==> src/rtl/canMatchPkg.sv <==
package canMatchPkg;

  localparam int CODE_W = 4;

  localparam logic [CODE_W-1:0] CODE_RX_IDLE  = 4'b0000;
  localparam logic [CODE_W-1:0] CODE_RX_FULL  = 4'b0010;
  localparam logic [CODE_W-1:0] CODE_RX_EMPTY = 4'b0100;

  // Strobes from control to datapath
  typedef struct packed {
    logic clearRun;     // start accepted: capture frame, clear run state
    logic recordHit;    // a scan cycle: evaluate the addressed buffer
    logic finish;       // last scan cycle: load result registers
  } ctrlStrb_t;

endpackage

==> src/rtl/canMatchCtrl.sv <==
module canMatchCtrl
  import canMatchPkg::*;
#(
  parameter int NUM_BUF = 16,
  localparam int IDX_W = $clog2(NUM_BUF)
) (
  input  logic             clk,
  input  logic             rst,
  input  logic             start,
  output ctrlStrb_t        strb,
  output logic [IDX_W-1:0] scanIdx,
  output logic             done
);

  localparam logic [IDX_W-1:0] LAST_IDX = IDX_W'(NUM_BUF - 1);

  typedef enum logic {ST_IDLE, ST_SCAN} state_t;

  state_t           state;
  logic [IDX_W-1:0] cnt;
  logic             doneQ;

  always_ff @(posedge clk) begin
    if (rst) begin
      state <= ST_IDLE;
      cnt   <= '0;
    end else begin
      case (state)
        ST_IDLE: begin
          if (start) begin
            state <= ST_SCAN;
            cnt   <= '0;
          end
        end
        ST_SCAN: begin
          if (cnt == LAST_IDX) begin
            state <= ST_IDLE;
            cnt   <= '0;
          end else begin
            cnt <= cnt + 1'b1;
          end
        end
        default: state <= ST_IDLE;
      endcase
    end
  end

  always_comb begin
    strb.clearRun  = (state == ST_IDLE) && start;
    strb.recordHit = (state == ST_SCAN);
    strb.finish    = (state == ST_SCAN) && (cnt == LAST_IDX);
  end

  assign scanIdx = cnt;

  always_ff @(posedge clk) begin
    if (rst) doneQ <= 1'b0;
    else     doneQ <= strb.finish;
  end

  assign done = doneQ;

  // done never lasts longer than one cycle
  p_done_pulse_r7: assert property (@(posedge clk) disable iff (rst)
    doneQ |=> !doneQ);

  // a started run keeps scanning until its last buffer, start or not
  p_run_uninterrupted_r8: assert property (@(posedge clk) disable iff (rst)
    (state == ST_SCAN && cnt != LAST_IDX) |=> (state == ST_SCAN && cnt == $past(cnt) + 1'b1));

  // the scan begins with buffer 0 after an accepted start
  p_scan_from_zero_r7: assert property (@(posedge clk) disable iff (rst)
    (state == ST_IDLE && start) |=> (state == ST_SCAN && cnt == '0));

endmodule

==> src/rtl/canMatchDatapath.sv <==
module canMatchDatapath
  import canMatchPkg::*;
#(
  parameter int NUM_BUF = 16,
  parameter int ID_W    = 29,
  parameter int STD_W   = 11,
  localparam int IDX_W  = $clog2(NUM_BUF)
) (
  input  logic                      clk,
  input  logic                      rst,
  input  logic [NUM_BUF*CODE_W-1:0] bufCode,
  input  logic [NUM_BUF*ID_W-1:0]   bufId,
  input  logic [NUM_BUF-1:0]        bufIde,
  input  logic [ID_W-1:0]           acceptMask,
  input  logic [ID_W-1:0]           frameId,
  input  logic                      frameIde,
  input  logic                      cpuWrValid,
  input  logic [IDX_W-1:0]          cpuWrIdx,
  input  ctrlStrb_t                 strb,
  input  logic [IDX_W-1:0]          scanIdx,
  output logic                      matchValid,
  output logic [IDX_W-1:0]          matchIdx
);

  // Descriptor unpacking
  logic [CODE_W-1:0] codeArr [NUM_BUF];
  logic [ID_W-1:0]   idArr   [NUM_BUF];

  for (genvar g = 0; g < NUM_BUF; g++) begin : g_unpack
    assign codeArr[g] = bufCode[g*CODE_W +: CODE_W];
    assign idArr[g]   = bufId[g*ID_W +: ID_W];
  end

  // Captured frame
  logic [ID_W-1:0] frameIdQ;
  logic            frameIdeQ;

  always_ff @(posedge clk) begin
    if (rst) begin
      frameIdQ  <= '0;
      frameIdeQ <= 1'b0;
    end else if (strb.clearRun) begin
      frameIdQ  <= frameId;
      frameIdeQ <= frameIde;
    end
  end

  // Compare of the buffer addressed this cycle
  logic [CODE_W-1:0] curCode;
  logic [ID_W-1:0]   curId;
  logic              curIde;
  logic [ID_W-1:0]   diffBits;
  logic              idEqual;
  logic              fmtEqual;
  logic              hitEmpty;
  logic              hitFull;

  always_comb begin
    curCode  = codeArr[scanIdx];
    curId    = idArr[scanIdx];
    curIde   = bufIde[scanIdx];
    diffBits = (frameIdQ ^ curId) & acceptMask;
    if (frameIdeQ) idEqual = (diffBits == '0);
    else           idEqual = (diffBits[ID_W-1 -: STD_W] == '0);
    fmtEqual = (curIde == frameIdeQ);
    hitEmpty = idEqual && fmtEqual && (curCode == CODE_RX_EMPTY);
    hitFull  = idEqual && fmtEqual && (curCode == CODE_RX_FULL);
  end

  // Run state: hit vectors and exclusion set
  logic [NUM_BUF-1:0] emptyQ, fullQ, exclQ;
  logic [NUM_BUF-1:0] emptyNext, fullNext, exclNext;
  logic [NUM_BUF-1:0] wrVec;
  logic               runLive;

  assign runLive = strb.clearRun || strb.recordHit;

  always_comb begin
    wrVec = '0;
    if (cpuWrValid && runLive) wrVec[cpuWrIdx] = 1'b1;
  end

  always_comb begin
    emptyNext = emptyQ;
    fullNext  = fullQ;
    exclNext  = exclQ | wrVec;
    if (strb.clearRun) begin
      emptyNext = '0;
      fullNext  = '0;
      exclNext  = wrVec;
    end else if (strb.recordHit) begin
      emptyNext[scanIdx] = hitEmpty;
      fullNext[scanIdx]  = hitFull;
    end
  end

  always_ff @(posedge clk) begin
    if (rst) begin
      emptyQ <= '0;
      fullQ  <= '0;
      exclQ  <= '0;
    end else begin
      emptyQ <= emptyNext;
      fullQ  <= fullNext;
      exclQ  <= exclNext;
    end
  end

  // Lowest-index priority pick
  function automatic logic [IDX_W:0] pickLowest(input logic [NUM_BUF-1:0] v);
    logic [IDX_W:0] r;
    r = '0;
    for (int i = NUM_BUF - 1; i >= 0; i--) begin
      if (v[i]) r = {1'b1, IDX_W'(i)};
    end
    return r;
  endfunction

  logic [NUM_BUF-1:0] emptyOk, fullOk;
  logic [IDX_W:0]     pickEmpty, pickFull;
  logic               resValid;
  logic [IDX_W-1:0]   resIdx;

  always_comb begin
    emptyOk   = emptyNext & ~exclNext;
    fullOk    = fullNext & ~exclNext;
    pickEmpty = pickLowest(emptyOk);
    pickFull  = pickLowest(fullOk);
    if (pickEmpty[IDX_W]) begin
      resValid = 1'b1;
      resIdx   = pickEmpty[IDX_W-1:0];
    end else if (pickFull[IDX_W]) begin
      resValid = 1'b1;
      resIdx   = pickFull[IDX_W-1:0];
    end else begin
      resValid = 1'b0;
      resIdx   = '0;
    end
  end

  always_ff @(posedge clk) begin
    if (rst) begin
      matchValid <= 1'b0;
      matchIdx   <= '0;
    end else if (strb.finish) begin
      matchValid <= resValid;
      matchIdx   <= resIdx;
    end
  end

  // a buffer tagged during the run is never the reported winner
  p_excluded_loses_r6: assert property (@(posedge clk) disable iff (rst)
    strb.finish |=> !(matchValid && exclQ[matchIdx]));

  // result registers move only at the end of a run
  p_result_hold_r9: assert property (@(posedge clk) disable iff (rst)
    !strb.finish |=> ($stable(matchValid) && $stable(matchIdx)));

  // no match reports index 0
  p_nomatch_idx_r7: assert property (@(posedge clk) disable iff (rst)
    !matchValid |-> (matchIdx == '0));

  // a full buffer wins only when no non-excluded empty buffer was hit
  p_empty_first_r5: assert property (@(posedge clk) disable iff (rst)
    strb.finish |=> !(matchValid && fullQ[matchIdx] && !emptyQ[matchIdx]
                      && ((emptyQ & ~exclQ) != '0)));

endmodule

==> src/rtl/canRxMatcher.sv <==
module canRxMatcher
  import canMatchPkg::*;
#(
  parameter int NUM_BUF = 16,
  parameter int ID_W    = 29,
  parameter int STD_W   = 11,
  localparam int IDX_W  = $clog2(NUM_BUF)
) (
  input  logic                      clk,
  input  logic                      rst,
  input  logic [NUM_BUF*CODE_W-1:0] bufCode,
  input  logic [NUM_BUF*ID_W-1:0]   bufId,
  input  logic [NUM_BUF-1:0]        bufIde,
  input  logic [ID_W-1:0]           acceptMask,
  input  logic [ID_W-1:0]           frameId,
  input  logic                      frameIde,
  input  logic                      start,
  input  logic                      cpuWrValid,
  input  logic [IDX_W-1:0]          cpuWrIdx,
  output logic                      done,
  output logic                      matchValid,
  output logic [IDX_W-1:0]          matchIdx
);

  ctrlStrb_t        strb;
  logic [IDX_W-1:0] scanIdx;

  canMatchCtrl #(.NUM_BUF(NUM_BUF)) u_ctrl (
    .clk     (clk),
    .rst     (rst),
    .start   (start),
    .strb    (strb),
    .scanIdx (scanIdx),
    .done    (done)
  );

  canMatchDatapath #(
    .NUM_BUF (NUM_BUF),
    .ID_W    (ID_W),
    .STD_W   (STD_W)
  ) u_dp (
    .clk        (clk),
    .rst        (rst),
    .bufCode    (bufCode),
    .bufId      (bufId),
    .bufIde     (bufIde),
    .acceptMask (acceptMask),
    .frameId    (frameId),
    .frameIde   (frameIde),
    .cpuWrValid (cpuWrValid),
    .cpuWrIdx   (cpuWrIdx),
    .strb       (strb),
    .scanIdx    (scanIdx),
    .matchValid (matchValid),
    .matchIdx   (matchIdx)
  );

  // nothing is reported while reset is applied on the previous edge
  p_reset_quiet_r1: assert property (@(posedge clk)
    $past(rst) |-> (!done && !matchValid && matchIdx == '0));

endmodule

==> config.mk <==
export PLATFORM = sky130hd
export DESIGN_NAME = canRxMatcher
export DESIGN_NICKNAME = d
export VERILOG_FILES = /design/src/rtl/canMatchPkg.sv /design/src/rtl/canMatchCtrl.sv /design/src/rtl/canMatchDatapath.sv /design/src/rtl/canRxMatcher.sv
export SDC_FILE = /design/constraint.sdc
export NUM_CORES = 1
export LEC_CHECK = 0
export BUFFER_PORTS_ARGS = -buffer_cell sky130_fd_sc_hd__buf_2
export CORE_AREA = 3 3 239 241
export CTS_BUF_LIST = sky130_fd_sc_hd__clkbuf_8
export CTS_CLUSTER_SIZE = 14
export DETAILED_ROUTE_END_ITERATION = 10
export DIE_AREA = 0 0 242 244
export GPL_ROUTABILITY_DRIVEN = 1
export PLACE_DENSITY_LB_ADDON = 0.3
export SYNTH_ARGS = -nofsm -noshare
export SYNTH_HDL_FRONTEND = slang
export SYNTH_SLANG_ARGS = --single-unit
==> constraint.sdc <==
create_clock -name clk -period 11 [get_ports clk]
set_clock_uncertainty 0.15 [all_clocks]
set_input_delay 0.55 -clock clk [delete_from_list [all_inputs] [get_ports clk]]
set_output_delay 0.55 -clock clk [all_outputs]
set_load 0.005 [all_outputs]
After elaboration in Yosys (flattened, before gate mapping)

Cells that the tools add are included.
W data, S select, Z words.

Register bits after elaboration: 89
Input port bits: 611
Output and inout port bits: 6
Logic and storage cells: 103

Add/subtract/negate cells: 1
Order comparisons: 5
Equality and inequality tests: 5
Mux-type cells: 63
Bitwise operators: 8
Reduce and logical (&&, ||, !) cells: 11

Operators with widths:

| operator              | number |
|---|---|
| $mux W5               | 32 |
| $bmux W29 S4          | 1 |
| $mux W16              | 6 |
| $mux W29              | 2 |
| $and A16 B16 Y16      | 2 |
| $bwmux W16            | 2 |
| $and A29 B29 Y29      | 1 |
| $logic_not A29 Y1     | 1 |
| $xor A29 B29 Y29      | 1 |
| $mux W4               | 6 |
| $bmux W4 S4           | 1 |
| $not A16 Y16          | 1 |
| $or A16 B16 Y16       | 1 |
| $logic_not A11 Y1     | 1 |
| $lt A4 B5 Y1 const B  | 2 |
| $demux W1 S4          | 2 |
| $ge A4 B1 Y1 const B  | 2 |
| $logic_and A1 B1 Y1   | 8 |
| $mux W1               | 8 |
| $pmux W4 S2           | 1 |
| $ge A5 B5 Y1 const B  | 1 |
| $not A4 Y5            | 1 |
| $add A4 B1 Y4 const B | 1 |
| $bmux W1 S4           | 1 |
| other kinds (8)       | 8 |

Longest topological paths before layout

Gate-level depths: netlist of run 1.

Word-level depth: 32
Depth in mapped cells: 20

By module

Synthesis of run 1 repeated with hierarchy kept, for this count alone.

Cells, all modules: 1124
Area, all modules: 9770.6 sq um

Modules (own cells, without submodules):

| module           | instances | cells an instance | area an instance (sq um) | sequential area each (sq um) |
|---|---|---|---|---|
| canMatchDatapath | 1         | 1092              | 9470.3                   | 1661.6 |
| canMatchCtrl     | 1         | 32                | 300.3                    | 120.1 |

Least setup slack after synthesis of run 1

Ideal clock, no wire load.

Kind: register -> register
Start: register u_ctrl.cnt[1], in the netlist u_ctrl.scanIdx[1]
End: register u_dp.matchIdx[1]
Setup time: 0.070 ns
Arrival: 4.104 ns
Setup slack: 6.675 ns
Stages on the path, launching flop included: 18
Path buffers: 5
Clock period less this slack: 4.325 ns
Cell sequence: dfxtp_1 -> buf_6 -> buf_6 -> buf_6 -> buf_4 -> buf_2 -> mux2i_1 -> a221oi_1 -> xnor2_1 -> o2111ai_1 -> nor4_2 -> nand4b_2 -> a2111o_1 -> a221o_1 -> a221o_1 -> a221o_1 -> a211oi_1 -> o21bai_1

Word-level cells in the longest chain between the ends: 32

Ends and longest elaborated chain:

| what                                                   | line                                           | source |
|---|---|---|
| from (decl)                                            | canMatchCtrl.sv:20                             | `logic [IDX_W-1:0] cnt;` |
| from (signal assigned)                                 | canMatchCtrl.sv:40                             | `cnt <= cnt + 1'b1;` |
| $not A4 Y5 (not written as such)                       | canMatchDatapath.sv:59, canMatchDatapath.sv:60 |  |
| $bmux W29 S4                                           | canMatchDatapath.sv:60                         | `curId = idArr[scanIdx];` |
| $mux W29 (not written as such) (2 in series)           | canMatchDatapath.sv:60                         |  |
| $xor A29 B29 Y29                                       | canMatchDatapath.sv:62                         | `diffBits = (frameIdQ ^ curId) & acceptMask;` |
| $and A29 B29 Y29                                       | canMatchDatapath.sv:62                         |  |
| $logic_not A29 Y1 or $logic_not A11 Y1 (tied branches) | canMatchDatapath.sv:63, canMatchDatapath.sv:64 |  |
| $mux W1                                                | canMatchDatapath.sv:63                         | `if (frameIdeQ) idEqual = (diffBits == '0);` |
| $logic_and A1 B1 Y1                                    | canMatchDatapath.sv:66, canMatchDatapath.sv:67 |  |
| $logic_and A1 B1 Y1                                    | canMatchDatapath.sv:67                         | `hitFull = idEqual && fmtEqual && (curCode == CODE_RX_FULL);` |
| $bwmux W16                                             | canMatchDatapath.sv:93                         | `fullNext[scanIdx] = hitFull;` |
| $mux W16                                               | canMatchDatapath.sv:91                         | `end else if (strb.recordHit) begin` |
| $mux W16                                               | canMatchDatapath.sv:87                         | `if (strb.clearRun) begin` |
| $and A16 B16 Y16                                       | canMatchDatapath.sv:126                        | `fullOk = fullNext & ~exclNext;` |
| $mux W5 (16 in series)                                 | canMatchDatapath.sv:114                        | `if (v[i]) r = {1'b1, IDX_W'(i)};` |
| $mux W4                                                | canMatchDatapath.sv:132                        | `end else if (pickFull[IDX_W]) begin` |
| $mux W4                                                | canMatchDatapath.sv:129                        | `if (pickEmpty[IDX_W]) begin` |
| to (signal assigned)                                   | canMatchDatapath.sv:147                        | `matchIdx <= resIdx;` |
| to (decl)                                              | canMatchDatapath.sv:22                         | `output logic [IDX_W-1:0] matchIdx` |

Several ways; a longest one is shown, not always the timed one. The select of a mux whose other input is x is not followed.
A chain may end at the register's enable or synchronous reset.

Final worst setup path of run 1

Start: register u_ctrl.cnt[1], in the netlist u_ctrl.scanIdx[1]
End: register u_dp.matchIdx[0]

The elaborated chain is that of the path after synthesis.

==> impl_metrics.csv, run 1 <==
group,metric,value,unit
run_status,status,"completed",
global_route,gr-total-overflow,0,
clock_tree,cts_tree,"yes",
floorplanning,ioPinCount,617,
floorplanning,die-area,59000,um^2
cells_and_area,final_core_util,24.8,%
setup_path,rr_worst_depth,16,
place,portBuffers,616,
power_and_ir_drop,combPwrFrac,37.9,%
setup_path,cp_max_fo,36,
setup_path,cp.required,11.12,ns
sta,hold_viol_final,0,
synth,ys_seq_elements,89,
clock_tree,path_clk_slew,0.11,ns
route,antenna_left,0,
power_and_ir_drop,swShare,36.8,%
sta,final.period_utilization,54.6,%
global_route,grt_max_degree,63,
global_route,grt_antenna_before_repair,74,
route,wl_per_cell,28.2,um
global_route,grt_use_met1,29.0,%
synth,synthArstFlopShare,0,%
setup_path,start_kind,"flop",
floorplanning,rows,86,
power_and_ir_drop,p_per_area,68.0,nW/um^2
floorplanning,die_h,244,um
place,place.gp.congestion,0.947,
synth,syn_inst,1153,
synth,synthAdderAreaFrac,0.516,%
hold_path,holdPathStages,3,
route,vias,12200,
clock_tree,cts_made_buffers,9,
route,drc,0,
setup_path,crit-reg2reg-capture,"u_dp.matchIdx[0]",
hold_path,hp-start,"frameId[20]",
synth,ys.flop_type,"dfxtp_1",
synth,synth_top_area_share,18.4,%
global_route,met3_usage,6.28,%
synth,syn-num-nets,1768,
synth,synth_top_family_by_area,"multiplexers",
setup_path,worstSetupPathType,"reg2reg",
cells_and_area,fin_nets,2329,
setup_path,regToRegStartpoint,"u_ctrl.scanIdx[1]",
synth,syn_area,9690,um^2
cells_and_area,synthToLayoutAreaGrowth,41.2,%
clock_tree,cts_num_sinks,89,
hold_path,timing.hold.worst.class,"in2reg",
synth,synth-edff-count,0,
setup_path,critPathArrivalTime,6.12,ns
synth,yosys.area_share.xor_xnor,4.07,%
sta,relSlewSlack,36.5,%
synth,synth-simple-area-share,19.0,%
floorplanning,start_util,17.6,%
sta,fin_tns_setup,0,ns
global_route,grt_pass1_wl,94.4,mm
route,drt_pass1_iterations,5,
sta,fmax,167,MHz
setup_path,regToRegSetupSlack,5.00,ns
clock_tree,cts_setup_buffers,0,
clock_tree,ctsResizeCount,0,
power_and_ir_drop,power_report.internal_total,0.588,mW
clock_tree,clock_path_buffers,2,
floorplanning,core,55100,um^2
power_and_ir_drop,power_leakage,5.61,nW
power_and_ir_drop,p_clk_share,24.5,%
sta,tightest_slew,0.949,ns
sta,rsz0062_at_grt,"no",
floorplanning,die_x,242,um
clock_tree,holdBufCountCts,0,
job,max_cap_viol_count,0,
hold_path,hold_path_end,"u_dp.frameIdQ[20]",
synth,postSynthAreaPerCell,8.41,um^2
setup_path,endpoint_kind,"flop",
synth,synth_top_cell_by_area,"dfxtp_1",
power_and_ir_drop,peakVddDrop,0.0525,mV
cells_and_area,drive_above_1_share,44.7,%
synth,synth.area.top_cells,"dfxtp_1, mux4_2, mux2i_1",
global_route,grt_pass1_vias,12200,
route,drt_wl_total,70.3,mm
synth,yosysWarnings,0,
power_and_ir_drop,p_seq_share,37.6,%
synth,synth_seq_area_share,18.4,%
synth,synthMuxAreaShare,32.2,%
power_and_ir_drop,p_switching,0.343,mW
sta,setup_viol,0,
synth,synth-compound-area-share,20.7,%
clock_tree,htreeDepth,3,
synth,synthTopCellsByCount,"nand2_1, mux2i_1, nor2_1, dfxtp_1, a21oi_1",
synth,yosys.cell_count.top_type,"nand2_1",
clock_tree,root_buffer,"clkbuf_8",
sta,slew_violations,0,
sta,min_period,6.00,ns
global_route,grt_use_met2,36.9,%
clock_tree,worstSkewPairLatency,0.40,ns
global_route,track_usage,22.6,%
route,viasPerCell,4.89,
global_route,grt.busiest_layer,"met2",
synth,synth.distinct_cells,77,
route,first_iter_violations,1024,
place,dp_hpwl,60.6,mm
## sequential cells by signal, summed over array words and instances (netlist names)
signal           count
u_dp.frameIdQ       29
u_dp.emptyQ         16
u_dp.exclQ          16
u_dp.fullQ          16
u_ctrl.scanIdx       4
u_dp.matchIdx        4
u_ctrl.done          1
u_ctrl.state         1
u_dp.frameIdeQ       1
u_dp.matchValid      1
## kinds of logic after synthesis
group | after synthesis
adder cells (fa/ha/maj) | 4
AND/OR/NAND/NOR | 398
buffers and inverters | 98
multiplexers | 230
XOR/XNOR | 45
flip-flops | 89
AO/OA/AOI/OAI | 289
## through the flow
step                power [mW]  cell area (um^2)  std cells  hold WS (ns)  setup WS, ns
finish                   0.931             13700       2495         0.227          5.00
global placement         0.709             13400       2451         0.295          4.99
global route             0.984             13700       2487         0.214          4.57
CTS                      0.945             13600       2467         0.205          4.92
floorplan                0.513              9690       1153         0.282          6.68
detailed placement       0.710             13400       2451         0.298          4.98
## area by class of cell
| cell class | count | area, um^2 |
|---|---|---|
| Clock inverter | 7 | 53.8 |
| Fill cell | 6225 | 41400 |
| Sequential cell | 89 | 1790 |
| Tap cell | 748 | 936 |
| Multi-Input combinational cell | 966 | 7440 |
| Antenna cell | 28 | 70.1 |
| Clock buffer | 9 | 124 |
| Timing Repair Buffer | 634 | 3220 |
| Inverter | 14 | 52.6 |
## worst max-delay path: stages (launching register included)
cell and delay [ns]:
dfxtp_4 0.76, buf_4 0.51, buf_4 0.53, mux2_2 0.26, o22ai_1 0.09, a221oi_1 0.58, xor2_1 0.22, a221oi_1 0.11
a41oi_1 0.24, a2111o_1 0.32, a211oi_2 0.08, buf_4 0.22, o21ai_0 0.64, nand3_1 0.18, or3b_2 0.56, o2111ai_1 0.21
o211ai_1 0.10
## placed cells by master (no fill, tap or decap), types with 4 or more instances in the layout
master / count
nor3b_1: 6
a31oi_1: 10
nand2_1: 141
a221oi_1: 29
nand4_1: 6
a21oi_1: 80
mux2i_1: 130
nand2b_1: 12
a221o_1: 4
a211oi_1: 10
and3_1: 11
nand3_1: 36
nor2_1: 97
buf_2: 616
o21ai_0: 27
o31ai_1: 4
a32oi_1: 4
and2_1: 4
o211ai_1: 8
ha_1: 4
mux2_2: 37
a211o_1: 4
mux4_2: 62
a22oi_1: 24
o2111ai_1: 10
a22o_1: 11
o22ai_1: 24
diode_2: 28
clkbuf_8: 9
nor2b_1: 20
xor2_1: 18
or3_1: 11
xnor2_1: 27
nor3_1: 34
inv_1: 13
dfxtp_1: 85
buf_4: 18
## how the worst max path moves through the flow
stage / startpoint / endpoint / slack, ns / depth (start not counted)
2_1_floorplan: u_ctrl.scanIdx[1] / u_dp.matchIdx[1] / 6.68 / 17
5_1_grt: u_ctrl.scanIdx[1] / u_dp.matchIdx[1] / 4.57 / 16
3_5_place_dp: u_ctrl.scanIdx[1] / u_dp.matchIdx[3] / 4.98 / 16
6_report: u_ctrl.scanIdx[1] / u_dp.matchIdx[0] / 5.00 / 16
3_3_place_gp: u_ctrl.scanIdx[1] / u_dp.matchIdx[1] / 4.99 / 15
4_1_cts: u_ctrl.scanIdx[1] / u_dp.matchIdx[1] / 4.92 / 15
## routing by layer
| layer | up-vias | wire length [um] |
|---|---|---|
| li1 | 5575 | - |
| met1 | 5842 | 29500 |
| met2 | 619 | 32500 |
| met3 | 126 | 5990 |
| met4 | 34 | 2020 |
| met5 | - | 215 |
## power by group through the flow
stage	Combinational [mW]	Clock, mW	Sequential, mW
floorplan	0.170	0	0.343
global placement	0.352	0	0.357
detailed placement	0.353	0	0.357
CTS	0.355	0.241	0.350
global route	0.380	0.252	0.351
finish	0.353	0.228	0.350
No activity file was read; power rests on OpenSTA's default activity.
==> run 2, diff against run 1 <==
CORE_AREA = 3 3 237 239   (was 3 3 239 241)
DIE_AREA = 0 0 240 242   (was 0 0 242 244)
clock period = 4.95 ns   (was 11 ns; I/O delays follow)
==> impl_metrics.csv, run 2 (synthesized netlist as in run 1, its figures left out) <==
group,metric,value,unit
sta,tightest_slew,0.707,ns
place,place_area,14200,um^2
clock_tree,cts_made_buffers,9,
setup_path,critPathArrivalTime,4.98,ns
hold_path,timing.hold.worst.class,"in2reg",
clock_tree,path_clk_slew,0.12,ns
clock_tree,cts_tree,"yes",
place,place.gp.congestion,0.950,
sta,fin_tns_setup,0,ns
setup_path,worstSetupPathType,"reg2reg",
cells_and_area,regMostFlops,"u_dp.frameIdQ",
cells_and_area,final_core_util,27.9,%
setup_path,rr_worst_depth,15,
setup_path,endpoint_kind,"flop",
setup_path,regToRegSetupSlack,0.16,ns
floorplanning,die_x,240,um
sta,hold_viol_final,0,
route,first_iter_violations,936,
route,viasPerCell,4.97,
sta,relSlewSlack,52.5,%
cells_and_area,synthToLayoutAreaGrowth,55.3,%
global_route,grt_pass1_wl,97.6,mm
clock_tree,clock_path_buffers,2,
global_route,grt_antenna_before_repair,57,
route,drc,0,
floorplanning,core,54000,um^2
cells_and_area,mostFrequentLayoutCells,"buf_2, nand2_1, mux2i_1",
route,wl_per_cell,28.2,um
global_route,grt_pass1_vias,13100,
floorplanning,rows,85,
power_and_ir_drop,power_leakage,6.36,nW
floorplanning,start_util,17.9,%
sta,slew_violations,0,
clock_tree,cts_num_sinks,89,
place,portBuffers,616,
power_and_ir_drop,fin_total_pwr,2.25,mW
sta,fmax,209,MHz
setup_path,crit-reg2reg-capture,"u_dp.matchIdx[1]",
sta,hold-worst-slack,0.0261,ns
route,vias,12800,
cells_and_area,layout_commonest_cell,"buf_2",
run_status,status,"completed",
place,dp_hpwl,62.6,mm
route,antenna_left,0,
cells_and_area,nFillCells,5938,
cells_and_area,fin_nets,2466,
clock_tree,htreeDepth,3,
floorplanning,ioPinCount,617,
setup_path,cp.required,5.14,ns
sta,setup_viol,0,
power_and_ir_drop,peakVddDrop,0.125,mV
job,max_cap_viol_count,0,
floorplanning,die_h,242,um
clock_tree,worstSkewPairLatency,0.40,ns
setup_path,start_kind,"flop",
global_route,gr-total-overflow,0,
clock_tree,root_buffer,"clkbuf_8",
power_and_ir_drop,p_per_area,150,nW/um^2
cells_and_area,final_area,15100,um^2
setup_path,startpoint,"u_ctrl.scanIdx[0]",
global_route,track_usage,23.7,%
cells_and_area,drive_above_1_share,48.4,%
sta,min_period,4.79,ns
floorplanning,die-area,58100,um^2
global_route,grt_max_degree,37,
setup_path,cp_max_fo,21,
setup_path,cp-endpoint,"u_dp.matchIdx[1]",
sta,final.period_utilization,96.7,%
route,drt_pass1_iterations,5,
setup_path,regToRegStartpoint,"u_ctrl.scanIdx[0]",
route,drt_wl_total,72.4,mm
cells_and_area,largest_register_ffs,29,
hold_path,hp-start,"frameIde",
==> run 2: cell type report <==
cell class / instances / area (um^2) / area share, %
repair buffers: 771 / 4510 / 30.0
multi-input cells: 966 / 7560 / 50.2
well taps: 696 / 871 / 5.78
inverters: 14 / 56.3 / 0.374
clock inverters: 7 / 97.6 / 0.648
clock buffers: 9 / 124 / 0.823
diodes: 18 / 45.0 / 0.299
flip-flops and latches: 89 / 1790 / 11.9
==> run 2: repair_timing <==
action	in CTS	in global routing
hold endpoints to repair	27	0
cloned	0	2
resized for setup	1	26
buffers inserted	6	6
setup endpoints to repair	4	3
pin swaps	1	5
hold buffers	27	0
==> run 2: critical path, stage by stage (launching register included) <==
cell and delay, ns:
dfxtp_4 0.45, nand2b_2 0.32, or3_1 0.36, o2111ai_1 0.25, nand4_1 0.14, a221o_1 0.31
or4_1 0.54, a2111o_1 0.52, buf_6 0.18, a211oi_4 0.27, buf_6 0.18, a21oi_1 0.06
a221o_1 0.34, a221o_1 0.33, a211oi_1 0.19, o21bai_1 0.14
==> run 2: stage by stage <==
step	cells	setup WS [ns]
global placement	2495	-0.260
detailed placement	2495	-0.204
finish	2570	0.165
floorplan	1153	0.625
CTS	2544	0.0499
global route	2563	-0.0193
==> run 2: routing by layer <==
layer	GRT usage, %	vias up	part of all wire [%]	routed length, um
met5	0	-	0.18	128
met1	31.2	6197	42	30500
met4	6.17	22	2.5	1820
li1	-	5830	-	-
met2	38.4	615	46	33300
met3	6.24	104	9.2	6690
==> run 2: report_power, final <==
| part | internal [mW] | leakage, nW | switching (mW) | total (mW) |
|---|---|---|---|---|
| clock | 0.251 | 0.112 | 0.354 | 0.605 |
| sequential | 0.732 | 0.725 | 0.0332 | 0.766 |
| combinational | 0.447 | 5.52 | 0.434 | 0.881 |
==> run 2: how the worst min path moves through the flow <==
stage,end,depth (start not counted)
6_report,u_dp.frameIdeQ,3
2_1_floorplan,u_ctrl.done,1
5_1_grt,u_dp.frameIdeQ,3
3_5_place_dp,u_dp.emptyQ[13],2
4_1_cts,u_dp.frameIdeQ,3
3_3_place_gp,u_dp.emptyQ[8],2
==> run 3, diff against run 2 <==
CORE_AREA = 3 3 240 242   (was 3 3 237 239)
DIE_AREA = 0 0 243 245   (was 0 0 240 242)
SYNTH_HIERARCHICAL = 1   (was not set)
clock period = 6 ns   (was 4.95 ns; I/O delays follow)
==> impl_metrics.csv, run 3 <==
group,metric,value,unit
sta,slew_violations,0,
route,drt_pass1_iterations,5,
cells_and_area,regMostFlops,"u_dp/frameIdQ",
global_route,grt.busiest_layer,"met2",
route,first_iter_violations,901,
setup_path,cp.required,6.18,ns
synth,yosys.cell_count.top_type,"mux2i_1",
floorplanning,core,55300,um^2
clock_tree,cts_tree,"yes",
synth,syn-num-nets,1736,
global_route,grt_max_degree,53,
route,vias,12300,
cells_and_area,fin_nets,2338,
cells_and_area,layout_commonest_cell,"buf_2",
synth,synth_top_cell_by_area,"dfxtp_1",
setup_path,critPathArrivalTime,5.78,ns
global_route,met3_usage,5.48,%
job,max_cap_viol_count,0,
sta,tightest_slew,0.884,ns
sta,fin_tns_setup,0,ns
run_status,status,"completed",
sta,final.period_utilization,93.3,%
global_route,track_usage,23.8,%
cells_and_area,synthToLayoutAreaGrowth,44.9,%
route,drt_wl_total,73.9,mm
global_route,grt_antenna_before_repair,47,
cells_and_area,final_cells,2494,
route,drc,0,
clock_tree,htreeDepth,3,
cells_and_area,final_core_util,25.6,%
clock_tree,path_clk_slew,0.12,ns
floorplanning,ioPinCount,617,
clock_tree,worstSkewPairLatency,0.42,ns
sta,fmax,179,MHz
cells_and_area,mostFrequentLayoutCells,"buf_2, mux2i_1, nor2_1",
cells_and_area,largest_register_ffs,29,
global_route,grt_use_met2,39.2,%
power_and_ir_drop,p_per_area,132,nW/um^2
place,place.gp.congestion,1.07,
synth,synthTopCellsByCount,"mux2i_1, nor2_1, dfxtp_1, nand2_1, mux4_2",
power_and_ir_drop,peakVddDrop,0.0723,mV
floorplanning,rows,86,
clock_tree,cts_num_sinks,89,
sta,min_period,5.60,ns
power_and_ir_drop,power_leakage,5.82,nW
hold_path,timing.hold.worst.class,"in2reg",
setup_path,cp_slowest_cell,"dfxtp_4",
setup_path,endpoint_kind,"flop",
setup_path,worstSetupPathType,"reg2reg",
place,dp_cells,2436,
synth,synth-edff-count,0,
sta,setup_viol,0,
setup_path,path_cells,"buf_4 -> mux4_2 -> a22o_1 -> a221oi_2 -> xnor2_1 -> a22o_1 -> a2111o_1 -> o31a_1 -> nor3_4 -> buf_4 -> mux2i_1 -> o221ai_1 -> o221ai_1 -> a2bb2oi_1 -> a211oi_2",
synth,synth.area.top_cells,"dfxtp_1, mux2i_1, mux4_2",
synth,syn_area,9770,um^2
synth,syn_inst,1124,
global_route,grt_use_met1,31.8,%
clock_tree,ctsResizeCount,0,
synth,ys.flop_type,"dfxtp_1",
clock_tree,cts_made_buffers,9,
synth,synth_top_area_share,18.2,%
sta,relSlewSlack,40.8,%
setup_path,start_kind,"flop",
clock_tree,root_buffer,"clkbuf_8",
synth,synth.distinct_cells,83,
route,antenna_left,0,
global_route,gr-total-overflow,0,
setup_path,cpPeakStageDelay,0.72,ns
global_route,grt_pass1_wl,98.9,mm
setup_path,cp_max_fo,28,
place,portBuffers,616,
floorplanning,die_x,243,um
floorplanning,die-area,59500,um^2
synth,ys_seq_elements,89,
floorplanning,die_h,245,um
sta,hold_viol_final,0,
place,dp_hpwl,64.6,mm
synth,postSynthAreaPerCell,8.69,um^2
synth,yosysWarnings,6,
route,wl_per_cell,29.6,um
route,viasPerCell,4.92,
synth,synthArstFlopShare,0,%
floorplanning,start_util,17.7,%
sta,rsz0062_at_grt,"no",
global_route,grt_pass1_vias,12400,
cells_and_area,drive_above_1_share,45.9,%
synth,synth_seq_area_share,18.2,%
clock_tree,clock_path_buffers,2,
-- run 3: final timing paths --
check	depth (start not counted)	slack, ns	start	endpoint
worst max-delay path	15	0.40	u_ctrl/scanIdx[0]	u_dp/matchIdx[1]
worst min-delay path	3	0.06	frameId[25]	u_dp/frameIdQ[25]
worst max register to register	15	0.40	u_ctrl/scanIdx[0]	u_dp/matchIdx[1]
worst min register to register	2	0.32	u_dp/fullQ[2]	u_dp/fullQ[2]
-- run 3: cell families after synthesis --
kind of cell	count (synthesis)	share of synthesized area [%]
mux	250	34.2
flops	89	18.2
xor+xnor	29	2.60
fa+ha+maj	1	0.128
compound gates	286	21.6
buf+inv	103	5.63
simple gates	366	17.6
-- run 3: area by class of cell --
type,count,area (um^2)
Antenna cell,15,37.5
Clock buffer,9,124
Clock inverter,7,95.1
Fill cell,6216,41100
Inverter,18,67.6
Multi-Input combinational cell,932,7460
Sequential cell,89,1790
Tap cell,748,936
Timing Repair Buffer,676,3650
-- run 3: worst max-delay path, delay by kind of cell, from the launching register on --
| kind | cells | cell delay [ns] |
|---|---|---|
| buf+inv | 2 | 0.67 |
| compound gates | 9 | 2.77 |
| simple gates | 1 | 0.27 |
| mux | 2 | 0.73 |
| xor+xnor | 1 | 0.15 |
| flops | 1 | 0.72 |
-- run 3: report_power, final --
| group | total (mW) | switching [mW] | internal (mW) | leakage [nW] |
|---|---|---|---|---|
| clock network | 0.490 | 0.284 | 0.206 | 0.111 |
| registers | 0.639 | 0.0343 | 0.605 | 0.725 |
| logic | 0.745 | 0.382 | 0.363 | 4.99 |
-- run 3: layer usage --
| layer | vias up | routed length [um] |
|---|---|---|
| met2 | 584 | 34600 |
| met4 | 16 | 1120 |
| met3 | 83 | 5830 |
| met5 | - | 103 |
| li1 | 5561 | - |
| met1 | 6035 | 32300 |
-- run 3: through the flow --
step	power, mW	hold slack (ns)	worst slack, ns	cell area (um^2)
final	1.87	0.0607	0.402	14200
after global routing	1.97	0.0684	0.0896	14100
after CTS	1.90	0.00307	0.470	14100
after detailed placement	1.37	0.303	0.516	13600
after global placement	1.37	0.289	0.542	13600
after floorplan	0.991	0.215	1.77	9770
-- run 3: timing repair --
item	in CTS	in global routing
buffers inserted	0	0
hold buffers	27	0
endpoints found under the hold margin	27	0
